<file path="config.mk">
export PLATFORM = sky130hd
export DESIGN_NAME = uart_sleep_seq
export DESIGN_NICKNAME = d
export VERILOG_FILES = /design/src/rtl/usc_pkg.sv /design/src/rtl/usc_sync.sv /design/src/rtl/usc_activity.sv /design/src/rtl/usc_quiet.sv /design/src/rtl/usc_fsm.sv /design/src/rtl/uart_sleep_seq.sv
export SDC_FILE = /design/constraint.sdc
export NUM_CORES = 1
export LEC_CHECK = 0
export BUFFER_PORTS_ARGS = -buffer_cell sky130_fd_sc_hd__buf_4
export CORE_MARGIN = 2
export CORE_UTILIZATION = 25
export DETAILED_ROUTE_END_ITERATION = 16
export GPL_TIMING_DRIVEN = 0
export HOLD_SLACK_MARGIN = 0.06
export PLACE_DENSITY = 0.44
export SYNTH_ARGS = -nofsm -noshare
export SYNTH_HDL_FRONTEND = slang
export SYNTH_HIERARCHICAL = 1
export SYNTH_SLANG_ARGS = --single-unit
</file>
<file path="constraint.sdc">
create_clock -name clk -period 1.78 [get_ports clk]
set_clock_uncertainty 0.15 [all_clocks]
set_input_delay 0.534 -clock clk [delete_from_list [all_inputs] [get_ports clk]]
set_output_delay 0.534 -clock clk [all_outputs]
set_load 0.1 [all_outputs]
</file>
<file path="src/rtl/usc_pkg.sv">
package usc_pkg;

  typedef enum logic {
    ST_AWAKE  = 1'b0,
    ST_ASLEEP = 1'b1
  } usc_state_e;

  // True once the quiet run length has reached the required hold count.
  function automatic logic hold_reached(input int unsigned run_len,
                                        input int unsigned hold);
    return run_len >= hold;
  endfunction

  // Reduction: any bit differs between two samples of a bus.
  function automatic logic any_change(input logic [31:0] now_v,
                                      input logic [31:0] was_v);
    return |(now_v ^ was_v);
  endfunction

endpackage

</file>
<file path="src/rtl/usc_sync.sv">
module usc_sync #(
  parameter int unsigned          WIDTH   = 1,
  parameter int unsigned          STAGES  = 2,
  parameter logic [WIDTH-1:0]     RST_VAL = '0
) (
  input  logic             clk,
  input  logic             rst_n,
  input  logic [WIDTH-1:0] din,
  output logic [WIDTH-1:0] dout
);

  logic [WIDTH-1:0] stg_q [STAGES];

  always_ff @(posedge clk or negedge rst_n) begin
    if (!rst_n) begin
      for (int k = 0; k < int'(STAGES); k++) stg_q[k] <= RST_VAL;
    end else begin
      stg_q[0] <= din;
      for (int k = 1; k < int'(STAGES); k++) stg_q[k] <= stg_q[k-1];
    end
  end

  assign dout = stg_q[STAGES-1];

endmodule

</file>
<file path="src/rtl/usc_activity.sv">
module usc_activity
  import usc_pkg::*;
#(
  parameter int unsigned NUM_MODEM = 4
) (
  input  logic                 clk,
  input  logic                 rst_n,
  input  logic                 rx_s,
  input  logic [NUM_MODEM-1:0] modem_s,
  input  logic                 thr_wr,
  output logic                 start_fall,
  output logic                 modem_chg,
  output logic                 wake_evt
);

  logic                 rx_prev_q;
  logic [NUM_MODEM-1:0] modem_prev_q;

  always_ff @(posedge clk or negedge rst_n) begin
    if (!rst_n) begin
      rx_prev_q    <= 1'b1;
      modem_prev_q <= '0;
    end else begin
      rx_prev_q    <= rx_s;
      modem_prev_q <= modem_s;
    end
  end

  assign start_fall = rx_prev_q & ~rx_s;
  assign modem_chg  = any_change(32'(modem_s), 32'(modem_prev_q));
  assign wake_evt   = start_fall | modem_chg | thr_wr;

  // A falling edge leaves the line low, so it cannot repeat on the next cycle.
  AST_FALL_NOT_REPEATED: assert property (@(posedge clk) disable iff (!rst_n)
    start_fall |=> !start_fall);

endmodule

</file>
<file path="src/rtl/usc_quiet.sv">
module usc_quiet
  import usc_pkg::*;
#(
  parameter int unsigned IDLE_HOLD = 1,
  localparam int unsigned CNT_W    = (IDLE_HOLD < 1) ? 1 : $clog2(IDLE_HOLD + 1)
) (
  input  logic clk,
  input  logic rst_n,
  input  logic thr_empty,
  input  logic tsr_idle,
  input  logic rx_empty,
  input  logic wake_evt,
  output logic quiet_ok
);

  localparam logic [CNT_W-1:0] HOLD_C = CNT_W'(IDLE_HOLD);

  logic             quiet_now;
  logic [CNT_W-1:0] run_q;

  assign quiet_now = thr_empty & tsr_idle & rx_empty;

  always_ff @(posedge clk or negedge rst_n) begin
    if (!rst_n) begin
      run_q <= '0;
    end else if (!quiet_now || wake_evt) begin
      run_q <= '0;
    end else if (run_q < HOLD_C) begin
      run_q <= run_q + 1'b1;
    end
  end

  assign quiet_ok = quiet_now & ~wake_evt &
                    hold_reached(32'(run_q), IDLE_HOLD);

  AST_RUN_BOUNDED: assert property (@(posedge clk) disable iff (!rst_n)
    run_q <= HOLD_C);

  AST_BUSY_CLEARS_RUN: assert property (@(posedge clk) disable iff (!rst_n)
    !quiet_now |=> (run_q == '0));

endmodule

</file>
<file path="src/rtl/usc_fsm.sv">
module usc_fsm
  import usc_pkg::*;
(
  input  logic clk,
  input  logic rst_n,
  input  logic sleep_en,
  input  logic irq_pend,
  input  logic wake_evt,
  input  logic quiet_ok,
  output logic asleep,
  output logic clk_en
);

  usc_state_e st_q, st_d;
  logic       resume;
  logic       may_enter;

  assign resume    = ~sleep_en | wake_evt | irq_pend;
  assign may_enter = sleep_en & quiet_ok & ~irq_pend & ~wake_evt;

  always_comb begin
    st_d = st_q;
    unique case (st_q)
      ST_AWAKE:  if (may_enter) st_d = ST_ASLEEP;
      ST_ASLEEP: if (resume)    st_d = ST_AWAKE;
      default:                  st_d = ST_AWAKE;
    endcase
  end

  always_ff @(posedge clk or negedge rst_n) begin
    if (!rst_n) st_q <= ST_AWAKE;
    else        st_q <= st_d;
  end

  assign asleep = (st_q == ST_ASLEEP);
  assign clk_en = ~asleep | resume;

  AST_IRQ_KEEPS_AWAKE: assert property (@(posedge clk) disable iff (!rst_n)
    irq_pend |=> !asleep);

  AST_WAKE_RESUMES: assert property (@(posedge clk) disable iff (!rst_n)
    (asleep && wake_evt) |=> !asleep);

  AST_DISABLE_FORCES_AWAKE: assert property (@(posedge clk) disable iff (!rst_n)
    !sleep_en |=> !asleep);

  AST_AWAKE_CLOCKED: assert property (@(posedge clk) disable iff (!rst_n)
    !asleep |-> clk_en);

  AST_ENTRY_NEEDS_QUIET: assert property (@(posedge clk) disable iff (!rst_n)
    $rose(asleep) |-> $past(quiet_ok));

endmodule

</file>
<file path="src/rtl/uart_sleep_seq.sv">
module uart_sleep_seq
  import usc_pkg::*;
#(
  parameter int unsigned NUM_MODEM   = 4,
  parameter int unsigned SYNC_STAGES = 2,
  parameter int unsigned IDLE_HOLD   = 1
) (
  input  logic                 clk,
  input  logic                 rst_n,
  input  logic                 sleep_en_i,
  input  logic                 rx_i,
  input  logic [NUM_MODEM-1:0] modem_i,
  input  logic                 thr_wr_i,
  input  logic                 thr_empty_i,
  input  logic                 tsr_idle_i,
  input  logic                 rx_empty_i,
  input  logic                 irq_pend_i,
  output logic                 asleep_o,
  output logic                 clk_en_o
);

  logic                 rx_s;
  logic [NUM_MODEM-1:0] modem_s;
  logic                 start_fall;
  logic                 modem_chg;
  logic                 wake_evt;
  logic                 quiet_ok;

  usc_sync #(.WIDTH(1), .STAGES(SYNC_STAGES), .RST_VAL(1'b1)) u_rx_sync (
    .clk (clk), .rst_n(rst_n), .din(rx_i), .dout(rx_s)
  );

  usc_sync #(.WIDTH(NUM_MODEM), .STAGES(SYNC_STAGES), .RST_VAL('0)) u_modem_sync (
    .clk (clk), .rst_n(rst_n), .din(modem_i), .dout(modem_s)
  );

  usc_activity #(.NUM_MODEM(NUM_MODEM)) u_activity (
    .clk       (clk),
    .rst_n     (rst_n),
    .rx_s      (rx_s),
    .modem_s   (modem_s),
    .thr_wr    (thr_wr_i),
    .start_fall(start_fall),
    .modem_chg (modem_chg),
    .wake_evt  (wake_evt)
  );

  usc_quiet #(.IDLE_HOLD(IDLE_HOLD)) u_quiet (
    .clk      (clk),
    .rst_n    (rst_n),
    .thr_empty(thr_empty_i),
    .tsr_idle (tsr_idle_i),
    .rx_empty (rx_empty_i),
    .wake_evt (wake_evt),
    .quiet_ok (quiet_ok)
  );

  usc_fsm u_fsm (
    .clk     (clk),
    .rst_n   (rst_n),
    .sleep_en(sleep_en_i),
    .irq_pend(irq_pend_i),
    .wake_evt(wake_evt),
    .quiet_ok(quiet_ok),
    .asleep  (asleep_o),
    .clk_en  (clk_en_o)
  );

  AST_LINE_EVENT_WAKES: assert property (@(posedge clk) disable iff (!rst_n)
    (asleep_o && (start_fall || modem_chg)) |-> clk_en_o);

  AST_AUTO_REENTRY_QUIET: assert property (@(posedge clk) disable iff (!rst_n)
    (!asleep_o && !quiet_ok) |=> !asleep_o);

endmodule

</file>
After elaboration in Yosys (flattened, before gate mapping)
Index checks and enable logic that the tools add are counted.
W data, S select, Z words.
{ "word_totals": {"register_bits": 17, "wordCells": 39} }
{ "op_classes": {"add_sub_neg": 1, "order_cmp": 2, "muxes": 5, "bitwise_logic": 19, "n_reduce_logical": 4} }
{ "op_table": {"columns": ["cell", "count"], "rows": [
  ["$reduce_or A32 Y1", 1],
  ["$and A1 B1 Y1", 8],
  ["$not A1 Y1", 5],
  ["$or A1 B1 Y1", 5],
  ["$mux W1", 4],
  ["$xor A4 B4 Y4", 1],
  ["$pmux W1 S2", 1],
  ["$reduce_bool A2 Y1", 1],
  ["$add A1 B1 Y1 const B", 1],
  ["$ge A1 B1 Y1 const B", 1],
  ["$logic_not A1 Y1", 1],
  ["$logic_or A1 B1 Y1", 1],
  ["$lt A1 B1 Y1 const B", 1]
]} }

Depth between registers and ports, before layout
Gate-level depths: netlist of run 1.
{ "depth": {"depth_word": 12, "depth_mapped": 7} }

By module
The synthesis of run 1 kept the hierarchy.
{ "by_module_without_submodules": {"columns": ["mod", "instances", "cells_each", "area_each_um2", "seq_area_each_um2"], "rows": [
  ["usc_sync (u_modem_sync)", 1, 12, 230.2, 200.2],
  ["usc_activity", 1, 12, 180.2, 126.4],
  ["usc_sync (u_rx_sync)", 1, 2, 52.6, 52.6],
  ["usc_fsm", 1, 4, 48.8, 25.0],
  ["usc_quiet", 1, 3, 41.3, 25.0]
]} }

Worst setup path after synthesis of run 1
No wires, ideal clock.
{ "synth_path": {"kind": "register to output", "from": "reg u_modem_sync.stg_q (netlist bit u_modem_sync/dout[2])", "to": "out clk_en_o", "arrival_time_ns": 1.787, "setup_slack_ns": -0.691, "path_stages_with_launch": 7, "cell_sequence": "dfrtp_1 buf_4 xnor2_1 nand4_1 or3_1 nor3b_2 nand2_1"} }
{ "synth_between": {"elab_chain_len": 7} }
{ "synth_lines": {"columns": ["item", "line", "source"], "rows": [
  ["start: declaration", "usc_sync.sv:12", "logic [WIDTH-1:0] stg_q [STAGES];"],
  ["$xor A4 B4 Y4", "usc_pkg.sv:17", "return |(now_v ^ was_v);"],
  ["$reduce_or A32 Y1", "usc_pkg.sv:17", null],
  ["net modem_chg", "uart_sleep_seq.sv:25", "logic modem_chg;"],
  ["$or A1 B1 Y1 (2 in series)", "usc_activity.sv:31", "assign wake_evt = start_fall | modem_chg | thr_wr;"],
  ["net wake_evt", "uart_sleep_seq.sv:26", "logic wake_evt;"],
  ["$or A1 B1 Y1 (2 in series)", "usc_fsm.sv:18", "assign resume = ~sleep_en | wake_evt | irq_pend;"],
  ["$or A1 B1 Y1", "usc_fsm.sv:36", "assign clk_en = ~asleep | resume;"],
  ["end: declaration", "uart_sleep_seq.sv:19", "output logic clk_en_o"]
]} }
The timed path passes the listed nets, and every way through them passes these cells.

Final worst setup path of run 1
{ "layout_path": {"from": "reg u_activity.modem_prev_q[3]", "to": "out clk_en_o"} }
{ "layout_between": {"elab_chain_len": 7} }
{ "layout_lines": {"columns": ["item", "line", "source"], "rows": [
  ["start: declaration", "usc_activity.sv:17", "logic [NUM_MODEM-1:0] modem_prev_q;"],
  ["start signal: assignment", "usc_activity.sv:25", "modem_prev_q <= modem_s;"],
  ["$xor A4 B4 Y4", "usc_pkg.sv:17", null],
  ["$reduce_or A32 Y1", "usc_pkg.sv:17", null],
  ["net modem_chg", "uart_sleep_seq.sv:25", null],
  ["$or A1 B1 Y1 (2 in series)", "usc_activity.sv:31", null],
  ["net wake_evt", "uart_sleep_seq.sv:26", null],
  ["$or A1 B1 Y1 (2 in series)", "usc_fsm.sv:18", null],
  ["$or A1 B1 Y1", "usc_fsm.sv:36", null]
]} }
The timed path passes the listed nets, and every way through them passes these cells.

==> results.tsv, run 1 <==
metric	value	unit
crit_chain	xnor2_2 -> nand4_1 -> or3_4 -> nor3b_4 -> nand2_4 -> buf_12	
r2r-start	u_activity/modem_prev_q[3]$_DFF_PN0_	
start_util	0.257	
grt_max_degree	18	
yosysWarnings	6	
hold_violations	0	
grtUsageMet1	0.0752	
core	2150	um^2
fp.dieW	51.0	um
grt_pass1_wl	1.21	mm
irDropWorstVdd	419	uV
die_h	51.0	um
final_cells	78	
avgSynthCellArea	16.8	um^2
violations	setup timing	
grt_setup_unrepaired	true	
top_usage_layer	met2	
num_io_pins	15	
relSlewSlack	0.817	
status	finished, violations left	
diodes	0	
synth_top_area_cell	dfrtp_1	
clock-root-buffer	clkbuf_4	
detail-route-antenna-nets	0	
clock_path_buffers	2	
cp_slowest_stage_delay	400	ps
dieArea	2600	um^2
final.setup.tns	-702	ps
synth_area	553	um^2
report.final.slew_viol_count	0	
drt-pass1-iter-count	1	
routed-via-count	285	
htree_levels	1	
place_inst	75	
powerDensity	843	nW/um^2
p_leak	0.000374	uW
synth_cell_types	12	
required	1100	ps
setup.worst_path.end_class	primary output	
routed_via_density	3.65	
crit_end	clk_en_o	
crit_start	u_activity/modem_prev_q[3]$_DFF_PN0_	
remaining_drc_errors	0	
final-setup-viol-count	1	
finalCriticalPeriod	2480	ps
syn_nets	46	
r2r_end	u_fsm/asleep$_DFF_PN0_	
ys_ff_latch	17	
track_usage	0.0650	
min_path_type	reg2reg	
fin_nets	64	
area_growth	40.3	%
maxCapViolCount	0	
cts_sinks	17	
use_met2	0.0996	
yosys-top-cells-area	dfrtp_1 (63%), dfstp_2 (14%), xnor2_1 (6.3%)	
fin_crit_sh	1.39	
fin_area	776	um^2
worst_pin_slew	277	ps
routed_wl	687	um
rows	17	
rrSetupSlack	20	ps
drt_iter0_markers	0	
port_buffers	14	
gp_congestion	0.621	
syn_inst	33	
clock_latency	270	ps
clock.fmax	403	MHz
dpl_cell_area	701	um^2
grt_use_met3	0.0263	
drive_gt1_frac	0.580	
cp_slowest_cell	dfrtp_1	
arrival	1800	ps
crit_fanout	2	
whs	204	ps
cp-start-kind	register	
cts_buffers	3	
setup_slack	-702	ps
yosysSeqAreaShare	0.776	
grt_antenna_before_repair	0	
cts_tree	done	
synth.top_cell.area_share	0.633	
clk_pin_slew	90	ps
crit_type	reg2out	
fin_util	0.361	
wire_per_inst	8.81	um
worst_r2r_path_depth	6	
grt_pass1_vias	306	
grt-ovfl-total	0	
[layer usage]
layer  vias to the layer above  part of all wire
met5                         -                 0
met4                         0                 0
met3                         0             0.048
met2                         8              0.53
met1                       141              0.42
li1                        136                 -
[final cells by class]
class                   count  area [um^2]
clock buffers               4         26.3
fillers                   216         1370
multi-input cells          12          143
flip-flops and latches     17          429
well taps                  28         35.0
repair buffers             17          143
[how the worst min path moves through the flow]
stage / start / to / slack, ps / cells after the start
4_1_cts: rx_i / u_rx_sync/stg_q[1]$_DFF_PN1_ / 190 / 1
6_report: u_modem_sync/stg_q[5]$_DFF_PN0_ / u_modem_sync/dout[1]$_DFF_PN0_ / 200 / 0
3_5_place_dp: u_modem_sync/stg_q[6]$_DFF_PN0_ / u_modem_sync/dout[2]$_DFF_PN0_ / 180 / 0
2_1_floorplan: rst_n / u_activity/modem_prev_q[0]$_DFF_PN0_ / 90 / 0
3_3_place_gp: u_modem_sync/stg_q[5]$_DFF_PN0_ / u_modem_sync/dout[1]$_DFF_PN0_ / 180 / 0
5_1_grt: modem_i[0] / u_modem_sync/stg_q[4]$_DFF_PN0_ / 180 / 1
[where the power goes]
part           total, uW  switching, uW  internal [uW]
Combinational       48.7           15.3           33.5
Sequential           416           9.74            406
Clock                189            102           86.8
Total                654            128            526
[synth_stat cells]
cell type  number
dfrtp_1        14
buf_4           4
xnor2_1         4
dfstp_2         3
and2_1          1
and4b_1         1
nand2_1         1
nand4_1         1
nor2b_1         1
nor3b_2         1
o21a_1          1
or3_1           1
[kinds of logic after synthesis]
group / after synthesis / share of synthesized area
xor gates and xnor gates: 4 / 0.0633
AOI/OAI and AO/OA: 1 / 0.0136
and+or+nand+nor: 7 / 0.0928
buffers and inverters: 4 / 0.0543
DFF: 17 / 0.776
[worst max-delay path, delay by kind of cell, from the launching register on]
kind	cells	cell delay, ps
and+or+nand+nor	4	800
DFF	1	400
xor gates and xnor gates	1	160
buffers and inverters	1	160
[per-stage QoR]
stage | setup WS (ps) | total power (uW)
floorplan | -433 | 436
global placement | -613 | 465
detailed placement | -610 | 466
global route | -801 | 695
CTS | -815 | 671
finish | -702 | 654
[repair_timing]
| item | 4_1_cts | 5_1_grt |
|---|---|---|
| endpoints found under the setup margin | 2 | 2 |
| pin swaps | 9 | 8 |
| gates resized for setup | 9 | 0 |
| hold buffers | 1 | 0 |
| gates cloned | 0 | 0 |
| hold endpoints to repair | 14 | 0 |
| setup buffers | 1 | 2 |
[state kept, by name, indices dropped and copies added, names as in the netlist]
name                     flops
u_modem_sync/dout            4
u_modem_sync/stg_q           4
u_rx_sync/stg_q              1
u_activity/rx_prev_q         1
u_activity/modem_prev_q      4
u_fsm/asleep                 1
u_quiet/run_q                1
u_rx_sync/dout               1
[placed cells by master (no fill, tap or decap)]
master,Yosys,layout
and2_1,1,1
and4b_1,1,1
buf_12,0,1
buf_4,4,15
clkbuf_1,0,1
clkbuf_4,0,3
dfrtp_1,14,14
dfstp_2,3,3
dlygate4sd3_1,0,1
nand2_4,0,1
nand4_1,1,1
nor2b_1,1,1
nor3b_4,0,1
o21a_1,1,1
or3_4,0,1
xnor2_2,0,4
(Power assumes the default switching activity.)
==> run 2, diff against run 1 <==
Settings changed: PLACE_DENSITY 0.44 to 0.54.
==> run 2 against run 1 <==
  * The flow still finishes with violations (setup timing)
  * Die area unchanged
  * Sequential power about the same
  * Critical endpoint unchanged
  * First-iteration DRC count increased by 1
  * Critical path depth unchanged
  * Sequential share of layout area decreased by 0.089 points
  * Utilization increased by 0.058 points
  * Clock power about the same
==> results.tsv, run 2 (synthesized netlist as in run 1, its figures left out) <==
metric	value	unit	change
status	finished, violations left		
violations	setup timing		
required	1100	ps	about the same
final_cells	78		unchanged
finalPower	651	uW	-0.39%
r2r_end	u_fsm/asleep$_DFF_PN0_		
clock_path_buffers	2		unchanged
final_common_cell	buf_4		
clock_latency	270	ps	about the same
switchingPower	130	uW	+1.8%
whs_path_depth	0		unchanged
rows	17		unchanged
fin_crit_sh	1.40		+0.00444
clock.fmax	402	MHz	-0.32%
fin_nets	64		unchanged
crit_type	reg2out		
cp-start-kind	register		
relSlewSlack	0.815		-0.00212
routed_via_density	3.64		-0.35%
worst_pin_slew	280	ps	+3.20 ps
remaining_drc_errors	0		unchanged
report.final.slew_viol_count	0		unchanged
min_path_type	reg2reg		
drt-pass1-iter-count	2		+1
clk_pin_slew	90	ps	about the same
grt-ovfl-total	0		unchanged
p_sw_frac	0.199		+0.00435
cts_sinks	17		unchanged
grt_antenna_before_repair	0		unchanged
setup_slack	-710	ps	-7.91 ps
final_cell_mix	buf_4 (15), dfrtp_1 (14), xnor2_2 (4), clkbuf_4 (3), dfstp_2 (3)		
routed_wl	751	um	+9.3%
r2r-start	u_activity/modem_prev_q[3]$_DFF_PN0_		
grt_pass1_wl	1.26	mm	+3.4%
cts_buffers	3		unchanged
finalCriticalPeriod	2490	ps	+7.91 ps
diodes	0		unchanged
port_buffers	14		unchanged
powerDensity	838	nW/um^2	-0.55%
die_h	51.0	um	unchanged
hold_violations	0		unchanged
drt_iter0_markers	1		+1
dieArea	2600	um^2	unchanged
hold_path.startpoint	u_modem_sync/stg_q[7]$_DFF_PN0_		
drive_gt1_frac	0.600		+0.0200
final.setup.tns	-710	ps	-7.91 ps
start_util	0.257		unchanged
intPower	521	uW	-0.93%
dpl_cell_area	701	um^2	unchanged
clockPowerShare	0.289		about the same
final-setup-viol-count	1		unchanged
p_comb_frac	0.071		-0.004
grt_pass1_vias	297		-2.9%
p_leak	0.000377	uW	+0.90%
grt_max_degree	18		unchanged
crit_fanout	2		unchanged
worst_r2r_path_depth	6		unchanged
arrival	1810	ps	about the same
fin_area	777	um^2	+0.16%
cts_tree	done		
gp_congestion	0.638		+2.7%
clock-root-buffer	clkbuf_4		
place_inst	75		unchanged
core	2150	um^2	unchanged
rrSetupSlack	20	ps	about the same
area_growth	40.5	%	
htree_levels	1		unchanged
seqPwrFrac	0.639		+0.003
detail-route-antenna-nets	0		unchanged
holdPathEnd	u_modem_sync/dout[3]$_DFF_PN0_		
setup.worst_path.end_class	primary output		
irDropWorstVdd	401	uV	-4.3%
grt_setup_unrepaired	true		
wire_per_inst	9.63	um	+9.3%
num_io_pins	15		unchanged
fp.dieW	51.0	um	unchanged
track_usage	0.0654		+0.000368
routed-via-count	284		-0.35%
maxCapViolCount	0		unchanged
[run 2: cell count changes in the layout (fill, tap and decap cells not counted)]
| cell | previous run | this run |
|---|---|---|
| clkbuf_1 | 1 | 0 |
| clkinv_2 | 0 | 1 |
[run 2: per-layer routing]
metal | wire [um] | vias to the layer above | part of all wire | GRT usage
li1 | - | 135 | - | -
met1 | 333 | 135 | 0.44 | 0.0822
met2 | 350 | 14 | 0.47 | 0.102
met3 | 67 | 0 | 0.089 | 0.0234
met4 | 0 | 0 | 0 | 0.0270
met5 | 0 | - | 0 | 0
[run 2: timing repair]
item | in CTS | in global routing
hold buffers | 1 | 0
resized for setup | 9 | 0
hold endpoints to repair | 14 | 0
setup buffers | 3 | 1
setup endpoints to repair | 2 | 2
pin swaps | 5 | 4
[run 2: power groups by stage]
stage	combinational [uW]	clock (uW)	sequential (uW)
after CTS	47.8	201	417
after global routing	50.6	225	419
after global placement	46.3	0	418
final	46.5	188	416
after detailed placement	46.7	0	419
after floorplan	18.2	0	418
[run 2: worst max-delay path by stage]
stage | start | endpoint | slack, ps | depth (start not counted)
after floorplan | u_modem_sync/dout[2]$_DFF_PN0_ | clk_en_o | -430 | 6
after global placement | u_modem_sync/dout[2]$_DFF_PN0_ | clk_en_o | -570 | 7
after detailed placement | u_modem_sync/dout[1]$_DFF_PN0_ | clk_en_o | -600 | 7
after CTS | u_modem_sync/dout[0]$_DFF_PN0_ | clk_en_o | -790 | 6
after global routing | u_activity/modem_prev_q[0]$_DFF_PN0_ | clk_en_o | -830 | 6
final | u_activity/modem_prev_q[3]$_DFF_PN0_ | clk_en_o | -710 | 6
[run 2: critical path: stages (launching register included)]
cell     delay (ps)
dfrtp_1         400
xnor2_2         150
nand4_1         100
or3_4           390
nor3b_4         240
nand2_4          70
buf_12          170
[run 2: layout make-up]
class | count | area, um^2
sequential | 17 | 429
clock inverter | 1 | 5.00
clock buffer | 3 | 22.5
multi-input combinational | 12 | 143
tap | 28 | 35.0
fill | 218 | 1370
timing repair buffer | 17 | 143
[run 2: through the flow]
step / utilization / hold slack [ps] / worst slack [ps]
after CTS: 0.362 / 195 / -789
after floorplan: - / 88.4 / -433
after global placement: 0.326 / 181 / -567
final: 0.362 / 205 / -710
after global routing: 0.362 / 182 / -829
after detailed placement: 0.326 / 185 / -605
